[src/rtl/tm_pkg.sv]
package tm_pkg;
    localparam int NCH = 8;
    localparam int CTRL_W = 10;

    localparam int B_OWN      = 7;
    localparam int B_ZERO     = 3;
    localparam int B_PERIODIC = 6;
    localparam int B_FORCE0   = 8;
    localparam int B_SNAP     = 9;

    typedef enum logic {CH_DISARMED = 1'b0, CH_ARMED = 1'b1} ch_state_e;

    function automatic int share_idx(input int n);
        if (n < 4)      return 0;
        else if (n < 6) return 4;
        else            return 6;
    endfunction
endpackage

[src/rtl/tm_counter.sv]
module tm_counter #(
    parameter int CW = 16
) (
    input  logic          clk,
    input  logic          rst_n,
    input  logic          inc,
    input  logic          ld,
    input  logic [CW-1:0] ld_val,
    input  logic          clr,
    output logic [CW-1:0] cnt
);
    always_ff @(posedge clk) begin
        if (!rst_n)   cnt <= '0;
        else if (ld)  cnt <= ld_val;
        else if (clr) cnt <= '0;
        else if (inc) cnt <= cnt + CW'(1);
    end

    a_r3_hold_when_idle: assert property (@(posedge clk) disable iff (!rst_n)
        (!inc && !ld && !clr) |=> $stable(cnt));
endmodule

[src/rtl/tm_channel.sv]
module tm_channel import tm_pkg::*; #(
    parameter int CW = 16
) (
    input  logic          clk,
    input  logic          rst_n,
    input  logic [CW-1:0] cnt_cmp,
    input  logic          tick_cmp,
    input  logic [CW-1:0] match,
    input  logic          arm,
    input  logic          periodic,
    output logic          hit
);
    ch_state_e st_q, st_d;

    always_ff @(posedge clk) begin
        if (!rst_n) st_q <= CH_DISARMED;
        else        st_q <= st_d;
    end

    always_comb begin
        st_d = st_q;
        unique case (st_q)
            CH_DISARMED: if (arm) st_d = CH_ARMED;
            CH_ARMED:    if (arm) st_d = CH_ARMED;
                         else if (hit && !periodic) st_d = CH_DISARMED;
            default:     st_d = CH_DISARMED;
        endcase
    end

    assign hit = (st_q == CH_ARMED) && tick_cmp && ((cnt_cmp + CW'(1)) == match);

    a_r7_one_shot_disarms: assert property (@(posedge clk) disable iff (!rst_n)
        (hit && !periodic && !arm) |=> (st_q == CH_DISARMED));
endmodule

[src/rtl/match_bank.sv]
module match_bank import tm_pkg::*; #(
    parameter int          CW       = 16,
    parameter int          DW       = 32,
    parameter logic [7:0]  SRC_LIVE = 8'hDF
) (
    input  logic          clk,
    input  logic          rst_n,
    input  logic [7:0]    tick_src,
    input  logic          wr_en,
    input  logic          rd_en,
    input  logic [4:0]    addr,
    input  logic [DW-1:0] wdata,
    output logic [DW-1:0] rdata,
    output logic          irq
);
    localparam int SB = 4;

    logic [CTRL_W-1:0] ctrl_q  [NCH];
    logic [CW-1:0]     match_q [NCH];
    logic [CW-1:0]     cnt     [NCH];
    logic [NCH-1:0]    inc, ld, clr, hit, arm, en_q, status_q, clr_req;
    logic [CW-1:0]     snap_q;
    logic              wr_match, wr_cnt, wr_ctrl, wr_stat, wr_en_reg, snap_cap;
    logic [2:0]        sel;

    assign sel       = addr[2:0];
    assign wr_match  = wr_en && addr[4:3] == 2'b00;
    assign wr_cnt    = wr_en && addr[4:3] == 2'b01;
    assign wr_ctrl   = wr_en && addr[4:3] == 2'b10;
    assign wr_stat   = wr_en && addr == 5'h18;
    assign wr_en_reg = wr_en && addr == 5'h19;
    assign clr_req   = wr_stat ? wdata[SB+NCH-1:SB] : '0;
    assign snap_cap  = rd_en && addr[4:3] == 2'b01 && (sel == 3'd5 || sel == 3'd7)
                       && ctrl_q[sel][B_SNAP];

    for (genvar k = 0; k < NCH; k++) begin : g_ch
        localparam int SH = share_idx(k);
        logic [2:0] src;
        if (k >= 4) begin : g_force
            assign src = ctrl_q[k][B_FORCE0] ? 3'd0 : ctrl_q[k][2:0];
        end else begin : g_plain
            assign src = ctrl_q[k][2:0];
        end
        assign inc[k] = tick_src[src] & SRC_LIVE[src];
        assign ld[k]  = wr_cnt && sel == 3'(k);
        assign arm[k] = wr_match && sel == 3'(k);

        tm_counter #(.CW(CW)) u_cnt (
            .clk(clk), .rst_n(rst_n), .inc(inc[k]), .ld(ld[k]),
            .ld_val(wdata[CW-1:0]), .clr(clr[k]), .cnt(cnt[k])
        );

        tm_channel #(.CW(CW)) u_ch (
            .clk(clk), .rst_n(rst_n),
            .cnt_cmp(ctrl_q[k][B_OWN] ? cnt[k] : cnt[SH]),
            .tick_cmp(ctrl_q[k][B_OWN] ? inc[k] : inc[SH]),
            .match(match_q[k]), .arm(arm[k]),
            .periodic(ctrl_q[k][B_PERIODIC]), .hit(hit[k])
        );

        a_r5_status_needs_enable: assert property (@(posedge clk) disable iff (!rst_n)
            $rose(status_q[k]) |-> $past(en_q[k]));
    end

    always_comb begin
        clr = '0;
        for (int n = 0; n < NCH; n++)
            if (hit[n] && ctrl_q[n][B_ZERO])
                clr[ctrl_q[n][B_OWN] ? n : share_idx(n)] = 1'b1;
    end

    always_ff @(posedge clk) begin
        if (!rst_n) begin
            for (int n = 0; n < NCH; n++) begin
                ctrl_q[n]  <= '0;
                match_q[n] <= '0;
            end
            en_q     <= '0;
            status_q <= '0;
            snap_q   <= '0;
        end else begin
            for (int n = 0; n < NCH; n++) begin
                if (wr_ctrl && sel == 3'(n))
                    ctrl_q[n] <= (n < 4) ? {2'b00, wdata[7:0]} : wdata[CTRL_W-1:0];
                if (arm[n])
                    match_q[n] <= wdata[CW-1:0];
            end
            if (wr_en_reg) en_q <= wdata[SB+NCH-1:SB];
            status_q <= (status_q & ~clr_req) | (hit & en_q);
            if (snap_cap) snap_q <= cnt[sel - 3'd1];
        end
    end

    always_ff @(posedge clk) begin
        if (!rst_n) rdata <= '0;
        else if (rd_en) begin
            unique case (addr[4:3])
                2'b00: rdata <= DW'(match_q[sel]);
                2'b01: rdata <= DW'(cnt[sel]);
                2'b10: rdata <= DW'(ctrl_q[sel]);
                default: begin
                    if (addr == 5'h18)      rdata <= DW'({status_q, 4'b0000});
                    else if (addr == 5'h19) rdata <= DW'({en_q, 4'b0000});
                    else if (addr == 5'h1A) rdata <= DW'(snap_q);
                    else                    rdata <= '0;
                end
            endcase
        end
    end

    assign irq = |status_q;

    a_r11_clear_all_drops_irq: assert property (@(posedge clk) disable iff (!rst_n)
        (wr_stat && (&wdata[SB+NCH-1:SB]) && hit == '0) |=> !irq);
    a_r10_snapshot_holds: assert property (@(posedge clk) disable iff (!rst_n)
        !snap_cap |=> $stable(snap_q));
endmodule

[config.mk]
export PLATFORM = sky130hd
export DESIGN_NAME = match_bank
export DESIGN_NICKNAME = d
export VERILOG_FILES = /design/src/rtl/tm_pkg.sv /design/src/rtl/tm_counter.sv /design/src/rtl/tm_channel.sv /design/src/rtl/match_bank.sv
export SDC_FILE = /design/constraint.sdc
export NUM_CORES = 1
export LEC_CHECK = 0
export ABC_CLOCK_PERIOD_IN_PS = 5610
export CAP_MARGIN = 20
export CORE_AREA = 2 2 232 257
export DETAILED_ROUTE_END_ITERATION = 7
export DIE_AREA = 0 0 234 259
export MAX_ROUTING_LAYER = met4
export REMOVE_ABC_BUFFERS = 1
export SYNTH_ARGS = -nofsm -noshare
export SYNTH_HDL_FRONTEND = slang
export SYNTH_SLANG_ARGS = --single-unit
[constraint.sdc]
create_clock -name clk -period 5.61 [get_ports clk]
set_clock_uncertainty 0.2 [all_clocks]
set_input_delay 0.561 -clock clk [delete_from_list [all_inputs] [get_ports clk]]
set_output_delay 0.561 -clock clk [all_outputs]
set_load 0.05 [all_outputs]
Word-level counts from Yosys, hierarchy flattened
Memory sizes are Yosys's and may differ from the RTL's.
Cells that the tools add are included.
{"block": "word_totals", "reg_bits": 200, "mem_bits_rw": 208, "mem_bits_ro": 64, "output_inout_bits": 33, "n_memories": 10}
{"block": "op_classes", "add_sub_neg": 14, "n_lt_le_gt_ge": 26, "eq_ne": 20, "mux": 202, "bitwise_logic": 45, "reduce_logical": 92}
{"memory": "match_q", "words": 8, "word_bits": 16, "rd": 9, "rd_clocked_by_memory_dff": 0, "write_ports": 8, "line": "match_bank.sv:19", "rtl": "logic [CW-1:0] match_q [NCH];"}
{"memory": "ctrl_q", "words": 8, "word_bits": 10, "rd": 9, "rd_clocked_by_memory_dff": 0, "write_ports": 8, "line": "match_bank.sv:18", "rtl": "logic [CTRL_W-1:0] ctrl_q [NCH];"}
{"memory": "(no name shown)", "words": 8, "word_bits": 1, "rd": 1, "rd_clocked_by_memory_dff": 0, "write_ports": 0, "line": "match_bank.sv:44", "rtl": "assign inc[k] = tick_src[src] & SRC_LIVE[src];"}
{"memory": "(no name shown)", "words": 8, "word_bits": 1, "rd": 1, "rd_clocked_by_memory_dff": 0, "write_ports": 0, "line": "match_bank.sv:44"}
{"memory": "(no name shown)", "words": 8, "word_bits": 1, "rd": 1, "rd_clocked_by_memory_dff": 0, "write_ports": 0, "line": "match_bank.sv:44"}
{"memory": "(no name shown)", "words": 8, "word_bits": 1, "rd": 1, "rd_clocked_by_memory_dff": 0, "write_ports": 0, "line": "match_bank.sv:44"}
{"memory": "4 more memories"}
{"cell": "$mux 16", "count": 44}
{"cell": "$mux 32", "count": 16}
{"cell": "$ge 32x1->1 const B", "count": 8}
{"cell": "$lt 32x5->1 const B", "count": 8}
{"cell": "$add 16x1->16 const B", "count": 13}
{"cell": "$eq 16x16->1", "count": 8}
{"cell": "$bmux 16 s3", "count": 2}
{"cell": "$mux 1", "count": 94}
{"cell": "$mux 10", "count": 8}
{"cell": "$logic_and 1x1->1", "count": 72}
{"cell": "$mux 8", "count": 9}
{"cell": "$or 8x8->8", "count": 8}
{"cell": "$pmux 16 s3", "count": 1}
{"cell": "$lt 3x4->1 const B", "count": 8}
{"cell": "$bmux 1 s3", "count": 8}
{"cell": "$demux 1 s3", "count": 8}
{"cell": "$reduce_bool 3->1", "count": 8}
{"cell": "$and 8x8->8", "count": 2}
{"cell": "$or 1x1->1", "count": 16}
{"cell": "$pmux 1 s2", "count": 8}
{"cell": "$eq 5x5->1 const B", "count": 3}
{"cell": "$eq 3x3->1 const B", "count": 4}
{"cell": "$mux 3", "count": 4}
{"cell": "$and 1x1->1", "count": 8}
{"cell": "other kinds (14)", "count": 31}

Longest topological paths before layout
Gate-level depths: netlist of run 1.
An unclocked memory read counts as a cell.
{"block": "depth", "word_depth": 30, "mapped_depth": 16, "ltp_nobuf": 12}

By module
Synthesis of run 1 repeated with hierarchy kept, for this count alone.
{"block": "unflattened", "cells_unflattened": 2917, "hier_area_um2": 27381.3}
{"mod": "match_bank", "n_inst": 1, "cells_each": 1277, "area_per_inst_um2": 14669.1, "seq_area_each_um2": 6966.7}
{"mod": "tm_counter", "n_inst": 8, "cells_each": 120, "area_per_inst_um2": 972.2, "seq_area_each_um2": 320.3}
{"mod": "tm_channel", "n_inst": 8, "cells_each": 85, "area_per_inst_um2": 616.8, "seq_area_each_um2": 20.0}

Least setup slack after synthesis of run 1
Ideal clock, no wire load.
{"block": "synth_path", "kind": "input-to-reg", "start": "input port addr[0]", "end": "register snap_q[15]", "setup_ps": 116, "arrival_ps": 4376, "t_required_ps": 5294, "slack_ps": 918, "path_stages": 14, "path_cell_list": "buf_2 > buf_1 > clkbuf_1 > clkbuf_1 > buf_2 > inv_1 > ha_1 > clkbuf_1 > clkbuf_1 > clkbuf_1 > mux4_2 > mux2i_1 > nand2_1 > o211a_1"}
{"block": "synth_between", "elab_chain_len": 5, "elab_cells_between_ends": 11, "cone_classes": "1 x add/sub; 2 x eq/ne; 3 x mux; 1 x bitwise; 3 x reduce/logical; 1 x memory"}
{"element": "start, declared", "line": "match_bank.sv:11", "rtl": "input logic [4:0] addr,"}
{"element": "$sub 3x1->3", "line": "match_bank.sv:90", "rtl": "if (snap_cap) snap_q <= cnt[sel - 3'd1];"}
{"element": "$not 3->4 (implied by the code)", "line": "match_bank.sv:90"}
{"element": "$bmux 16 s3", "line": "match_bank.sv:90"}
{"element": "$mux 16 (implied by the code) (2 in series)", "line": "match_bank.sv:90"}
{"element": "end signal, assigned", "line": "match_bank.sv:90"}
{"element": "end, declared", "line": "match_bank.sv:22", "rtl": "logic [CW-1:0] snap_q;"}
Parallel ways exist; a longest one is shown, timed or not. The select of a mux whose other input is x is not followed.
A chain may end at the register's enable or synchronous reset.

Worst setup path after layout of run 1
{"block": "layout_path", "start": "register g_ch[6].u_cnt.cnt[2]", "end": "register g_ch[6].u_cnt.cnt[6]"}
{"block": "layout_between", "elab_chain_len": 9, "elab_cells_between_ends": 16, "cone_classes": "2 x add/sub; 2 x eq/ne; 6 x mux; 1 x bitwise; 5 x reduce/logical"}
{"element": "start, declared", "line": "tm_counter.sv:10", "rtl": "output logic [CW-1:0] cnt"}
{"element": "start signal, assigned", "line": "tm_counter.sv:14", "rtl": "else if (ld) cnt <= ld_val;"}
{"element": "start signal, assigned", "line": "tm_counter.sv:16", "rtl": "else if (inc) cnt <= cnt + CW'(1);"}
{"element": "$add 16x1->16", "line": "tm_counter.sv:16, tm_channel.sv:30"}
{"element": "$eq 16x16->1", "line": "tm_channel.sv:30", "rtl": "assign hit = (st_q == CH_ARMED) && tick_cmp && ((cnt_cmp + CW'(1)) == match);"}
{"element": "$logic_and 1x1->1", "line": "tm_channel.sv:30"}
{"element": "$logic_and 1x1->1", "line": "match_bank.sv:68", "rtl": "if (hit[n] && ctrl_q[n][B_ZERO])"}
{"element": "$mux 8", "line": "match_bank.sv:68"}
{"element": "$or 8x8->8 (no source line)"}
{"element": "$mux 8", "line": "match_bank.sv:68"}
{"element": "$mux 16", "line": "tm_counter.sv:15", "rtl": "else if (clr) cnt <= '0;"}
{"element": "$mux 16", "line": "tm_counter.sv:14"}
Parallel ways exist; a longest one is shown, timed or not. The select of a mux whose other input is x is not followed.

==> results of run 1 <==
==> layout by cell type, fill, tap and decap left out, drive strengths merged, types with 11 or more instances in the layout <==
master,n
mux2,29
inv,56
dfxtp,184
a21oi,124
xnor2,138
nor4,18
ha,18
nor2,259
nor3,42
nand3,154
a31oi,27
clkdlybuf4s50,44
edfxtp,200
o22ai,74
nor2b,41
a32o,11
o211a,33
clkbuf,61
nand3b,27
nand2,274
nand4,58
a22oi,44
and3,41
conb,16
o21ai,101
xor2,104
o211ai,14
buf,107
a21boi,39
nand2b,18
mux2i,119
and2,21
mux4,127
==> final cells by class <==
| cell class | count | area share (%) |
|---|---|---|
| Clock buffer | 61 | 4.55 |
| Tap cell | 760 | 3.25 |
| Clock inverter | 23 | 1.07 |
| Sequential cell | 384 | 33.1 |
| Inverter | 55 | 0.705 |
| Multi-Input combinational cell | 2124 | 53.0 |
| Antenna cell | 3 | 0.0256 |
| Timing Repair Buffer | 151 | 4.30 |
==> metrics by stage <==
stage / instance area [µm²] / util (%)
final: 29300 / 50.4
after global routing: 29300 / 50.4
after CTS: 29200 / 50.3
after detailed placement: 27600 / 47.5
after global placement: 27600 / 47.5
after floorplan: 25400 / -
==> report_power, final <==
| part | total (mW) | switching [mW] | internal [mW] |
|---|---|---|---|
| clock | 3.32 | 1.33 | 2.00 |
| sequential | 3.32 | 0.223 | 3.10 |
| combinational | 1.32 | 0.822 | 0.498 |
==> flip-flops by register name, summed over array words and instances (netlist names) <==
name / cells
snap_q: 16
en_q: 8
g_ch.u_cnt.cnt: 128
ctrl_q: 72
match_q: 128
rdata: 16
g_ch.u_ch.st_q: 8
status_q: 8
==> critical path: stages (launching register included) <==
cell and delay, ps:
dfxtp_1 700, nand4_1 440, nor4_1 340, a21oi_1 70, a2111oi_0 800, nand4_1 240
or4b_2 790, o21ai_0 210, a41o_2 430, o22ai_1 160
==> path summary, 6_finish.rpt <==
kind,endpoint,cells after the start
max,g_ch[6].u_cnt.cnt[6],9
min,g_ch[4].u_ch.st_q,2
max reg2reg,g_ch[6].u_cnt.cnt[6],9
min reg2reg,g_ch[4].u_ch.st_q,2
==> cells in the mapped netlist (all sizes together), types with 14 or more instances <==
library cell  number  area [µm²]
mux2i            119        1190
mux2              29         327
nor3              42         210
nand2            274        1030
a31oi             27         169
xnor2            138        1210
buf               77         422
and3              41         257
xor2             104         911
o22ai             74         463
clkbuf           187         708
nand3b            27         203
a22oi             44         330
nand2b            18         113
o211ai            14         105
inv               54         203
o211a             33         330
nand3            154         776
and2              21         134
a21oi            124         621
nor2             259         975
o21ai            101         505
ha                18         225
nand4             58         363
dfxtp            184        3680
nor2b             41         257
a21boi            39         293
edfxtp           200        6010
nor4              18         128
mux4             127        2860
==> layer usage <==
layer | vias up | part of all wire, %
met5 | - | 0
met4 | 0 | 5.3
met3 | 255 | 9.8
met2 | 1503 | 44
met1 | 12000 | 41
li1 | 10300 | -
==> logic make-up (layout without fill, tap and decap cells) <==
family / after synthesis / in the layout / share of synthesized area [%]
adder cells (fa/ha/maj): 18 / 18 / 0.851
multiplexers: 275 / 275 / 16.5
flip-flops: 384 / 384 / 36.6
XOR/XNOR: 244 / 244 / 8.18
AO/OA/AOI/OAI: 561 / 561 / 14.2
other: 1 / 19 / 0.0142
AND/OR/NAND/NOR: 1010 / 1010 / 18.6
buffers and inverters: 319 / 290 / 5.05
==> results.md, run 1 <==
* IO buf count at 48
* Final nets at 2828
* Max VDD drop at 0.212 mV
* Async set or reset register ratio after synthesis at 0%
* Top_reg_cell synth: edfxtp_1
* Clock Sinks at 384
* CP Capture Type: flip-flop
* DR iter-0 viols at 3366
* Storage cell area at 0.00969 mm²
* Cts bufs inserted at 45
* Overall Power at 7.97 mW
* Mapped Cells at 2812
* HPWL after detailed placement at 82500 µm
* Final setup fails at 0
* Placed cells at 3471
* Worst Slack Setup Final at 1070 ps
* Routed len/inst at 31.6 µm
* Fin cells at 3561
* Fin Setup TNS at 0 ps
* Post-synthesis area per instance at 9.41 µm²
* Max Fclk at 220 MHz
* Gpl congestion at 0.996
* Measured slew at the worst slew-check pin at 1210 ps
* Grt met1 use at 51.6%
* # rows at 93
* Worst r2r src: g_ch[6].u_cnt.cnt[2]
* Max-cap viol count at 0
* Status: finished clean
* Number of synthesis warnings at 0
* Hold Path Class: reg2reg
* Maximum clock path buffer count at 3
* CTS H-tree depth at 2
* FF-to-FF setup slack at 1070 ps
* Slew Limit Fails at 0
* Tot GR Track Use at 37.9%
* Final ANT Viol Nets at 0
* CTS resizes at 0
* Initial antenna violation count at 3
* Ratio of total power to cell area at 272 mW/mm²
* Largest net degree at the start of global routing at 51
* Die Area at 0.0606 mm²
* IO Count at 82
* Pleak at 10.4 nW
* Global-route wire length before repair at 161000 µm
* Synthesized cell area at 0.0265 mm²
* Critical path class: reg2reg
* Final Hold Fails at 0
* Share of cells above drive strength 1 at 13.1%
* # hold bufs at CTS at 0
* Distinct cells, synth at 89
* Worst slack, placed at 1130 ps
* GR Util met3 at 6.74%
* CP required at 5860 ps
* Residual DRC at 0
* Area of the multi-input gates at 0.0155 mm²
* Worst-case hold slack at 275 ps
* Flops & latches, synth at 384
* Die width at 234 µm
* Number of global-route vias before repair at 22400
* Post-synth EDFFs at 200
* Filler instances at 5421
* Post-synthesis sequential area ratio at 36.6%
* Setup Fix Bufs, Post-CTS at 0
* RSZ-0062 raised after global routing: no
* Clk slew on worst S/H paths at 70 ps
* Min Tclk post-route at 4540 ps
* Initial core utilization at 45.6%
* Met2 Track Usage GR at 54.7%
* Overall die height at 259 µm
* CP Launch Point: g_ch[6].u_cnt.cnt[2]
* Area grow syn2layout at 10.6%
* Total grt overflow at 0
* Vias at 24100
* Core area at 0.0581 mm²
* Vias per cell at 6.76
* Worst Path Arrival at 4790 ps
* Worst hold start: g_ch[4].u_ch.st_q
* First-pass detailed-route iteration total at 8
* CTS tree: built
* Clk Latency, worst-skew pair at 610 ps
* GRT Max-Usage Layer: met2
* Period utilization at 80.9%
* Max FO, Critical Path at 16
* Post-Route WL at 112000 µm
* Clk Tree Root Cell: clkbuf_16
* Critical Path Source Type: flip-flop
* Rel. slew slack at 19.1%
(Power assumes the default switching activity.)
==> inputs of run 2 (changes only) <==
ABC_CLOCK_PERIOD_IN_PS = 3800   (was 5610)
clock period = 3.8 ns   (was 5.61 ns; I/O delays follow)
==> run 2 against run 1 <==
Count of clock-buffer cells in the layout rose by 2. Die area did not move. Critical path type unchanged. Highest routed layer unchanged. Non-clock buffer count rose by 170. Core utilization rose by 2.7 points. Largest cell class unchanged.
==> results.md, run 2 (synthesis results as in run 1) <==
* Status: finished clean
* Die width at 234 µm
* Area grow syn2layout at 16.6%
* Clk Latency, worst-skew pair at 610 ps
* Period utilization at 99.2%
* Tot GR Track Use at 38.8%
* Sequential fraction of design power at 41.2%
* Max incr delay on CP at 580 ps
* CTS H-tree depth at 2
* Measured slew at the worst slew-check pin at 1100 ps
* Switch Pwr at 3.55 mW
* Total grt overflow at 0
* RSZ-0062 raised after global routing: yes
* Final ANT Viol Nets at 0
* First-pass detailed-route iteration total at 6
* Pleak at 11.3 nW
* Routed len/inst at 31.0 µm
* CP Launch Point: ctrl_q[5][7]
* FF-to-FF setup slack at 30 ps
* Worst path cell trace: mux2_2 -> ha_4 -> xnor2_2 -> xnor2_1 -> nand3_1 -> or4b_4 -> nor4_4 -> o2111ai_2 -> or2_4 -> o31ai_4 -> clkbuf_16 -> o22ai_2
* Hold Path Class: reg2reg
* Final setup fails at 0
* Rel. slew slack at 26.8%
* Commonest cells after routing, fill and taps aside: nand2_1, nor2_1, buf_4
* Final Hold Fails at 0
* IO buf count at 48
* CP Capture Type: flip-flop
* Worst r2r src: ctrl_q[5][7]
* Combinational share of power at 18.8%
* Slew Limit Fails at 0
* Worst Path Arrival at 4050 ps
* Design Area, Final at 0.0309 mm²
* Global-route wire length before repair at 163000 µm
* Vias per cell at 6.66
* Placed inst area at 0.0289 mm²
* Hold path cells at 1
* Clk slew on worst S/H paths at 60 ps
* Overall die height at 259 µm
* Maximum clock path buffer count at 3
* Max-cap viol count at 0
* Residual DRC at 0
* Share of cells above drive strength 1 at 18.8%
* RR Endpoint: g_ch[4].u_cnt.cnt[13]
* Ratio of total power to cell area at 382 mW/mm²
* Max VDD drop at 0.368 mV
* # rows at 93
* Cell-internal power at 8.25 mW
* CTS tree: built
* Core area at 0.0581 mm²
* Critical path class: reg2reg
* HPWL after detailed placement at 88700 µm
* Filler instances at 5224
* Crit path max-delay cell type: or4b_4
* DR iter-0 viols at 3841
* Crit path to: g_ch[4].u_cnt.cnt[13]
* Clock power share at 40.0%
* CP required at 4080 ps
* Max FO, Critical Path at 8
* Number of global-route vias before repair at 22700
* Cts bufs inserted at 47
* Clk Tree Root Cell: clkbuf_16
* Max Fclk at 265 MHz
* IO Count at 82
* Largest registers: g_ch.u_cnt.cnt x128, match_q x128, ctrl_q x72
* Critical Path Source Type: flip-flop
* Min Tclk post-route at 3770 ps
* Final nets at 3000
* R2R depth at 12
* Post-Route WL at 116000 µm
* Die Area at 0.0606 mm²
* Net Sw Frac at 30.1%
* Gpl congestion at 1.09
* Initial core utilization at 45.6%
* Largest net degree at the start of global routing at 69
* Vias at 24900
* Clock Sinks at 384
* Most common cell after layout, fill and taps aside: nand2_1
* Initial antenna violation count at 4
* Overall Power at 11.8 mW
[run 2: worst max-delay path, delay by kind of cell (launching register included)]
kind / cells / cell delay [ps]
flip-flops: 1 / 470
multiplexers: 1 / 400
AND/OR/NAND/NOR: 4 / 1300
AO/OA/AOI/OAI: 3 / 560
buffers and inverters: 1 / 240
XOR/XNOR: 2 / 290
adder cells (fa/ha/maj): 1 / 180
[run 2: cell type report]
| type | count | area [µm²] | share of cell area (%) |
|---|---|---|---|
| diodes | 4 | 10.0 | 0.0324 |
| clock buffers | 63 | 1290 | 4.17 |
| clock inverters | 24 | 298 | 0.965 |
| inverters | 55 | 206 | 0.669 |
| multi-input cells | 2124 | 15700 | 51.0 |
| flip-flops and latches | 384 | 9690 | 31.4 |
| well taps | 760 | 951 | 3.08 |
| repair buffers | 321 | 2690 | 8.71 |
[run 2: power by group through the flow]
stage	combinational [mW]	sequential, mW	clock [mW]
floorplan	1.05	4.90	0
global placement	2.08	4.93	0
detailed placement	2.09	4.93	0
CTS	2.11	4.84	4.74
global route	2.30	4.87	4.89
finish	2.21	4.86	4.72
[run 2: routing by layer]
metal  vias up  global-route usage, %  part of all wire, %
li1      10600                      -                    -
met1     12300                   54.1                   41
met2      1727                   55.2                   43
met3       230                   8.13                   12
met4         0                   14.6                  4.3
met5         -                      -                    0
[run 2: worst min path at each step]
stage | startpoint | to | slack, ps
after floorplan | g_ch[4].u_ch.st_q | g_ch[4].u_ch.st_q | 240
after global placement | g_ch[4].u_ch.st_q | g_ch[4].u_ch.st_q | 260
after detailed placement | rdata[14] | rdata[14] | 270
after CTS | rdata[14] | rdata[14] | 280
after global routing | rdata[5] | rdata[5] | 290
final | rdata[5] | rdata[5] | 280
[run 2: metrics by stage]
step / worst slack (ps) / cells / hold WS (ps) / util, % / TNS [ps]
floorplan: -539 / 2563 / 244 / - / -25310
global placement: -36.8 / 3633 / 259 / 49.8 / -176
detailed placement: -72.8 / 3633 / 268 / 49.8 / -871
CTS: 5.68 / 3722 / 282 / 52.6 / 0
global route: -91.0 / 3734 / 294 / 53.1 / -967
finish: 28.7 / 3735 / 280 / 53.1 / 0
[run 2: timing repair]
action	CTS	global route
setup endpoints to repair	32	92
buffers inserted	1	8
cloned	0	2
pin swaps	0	24
hold buffers	1	0
hold endpoints to repair	2	0
resized for setup	1	38
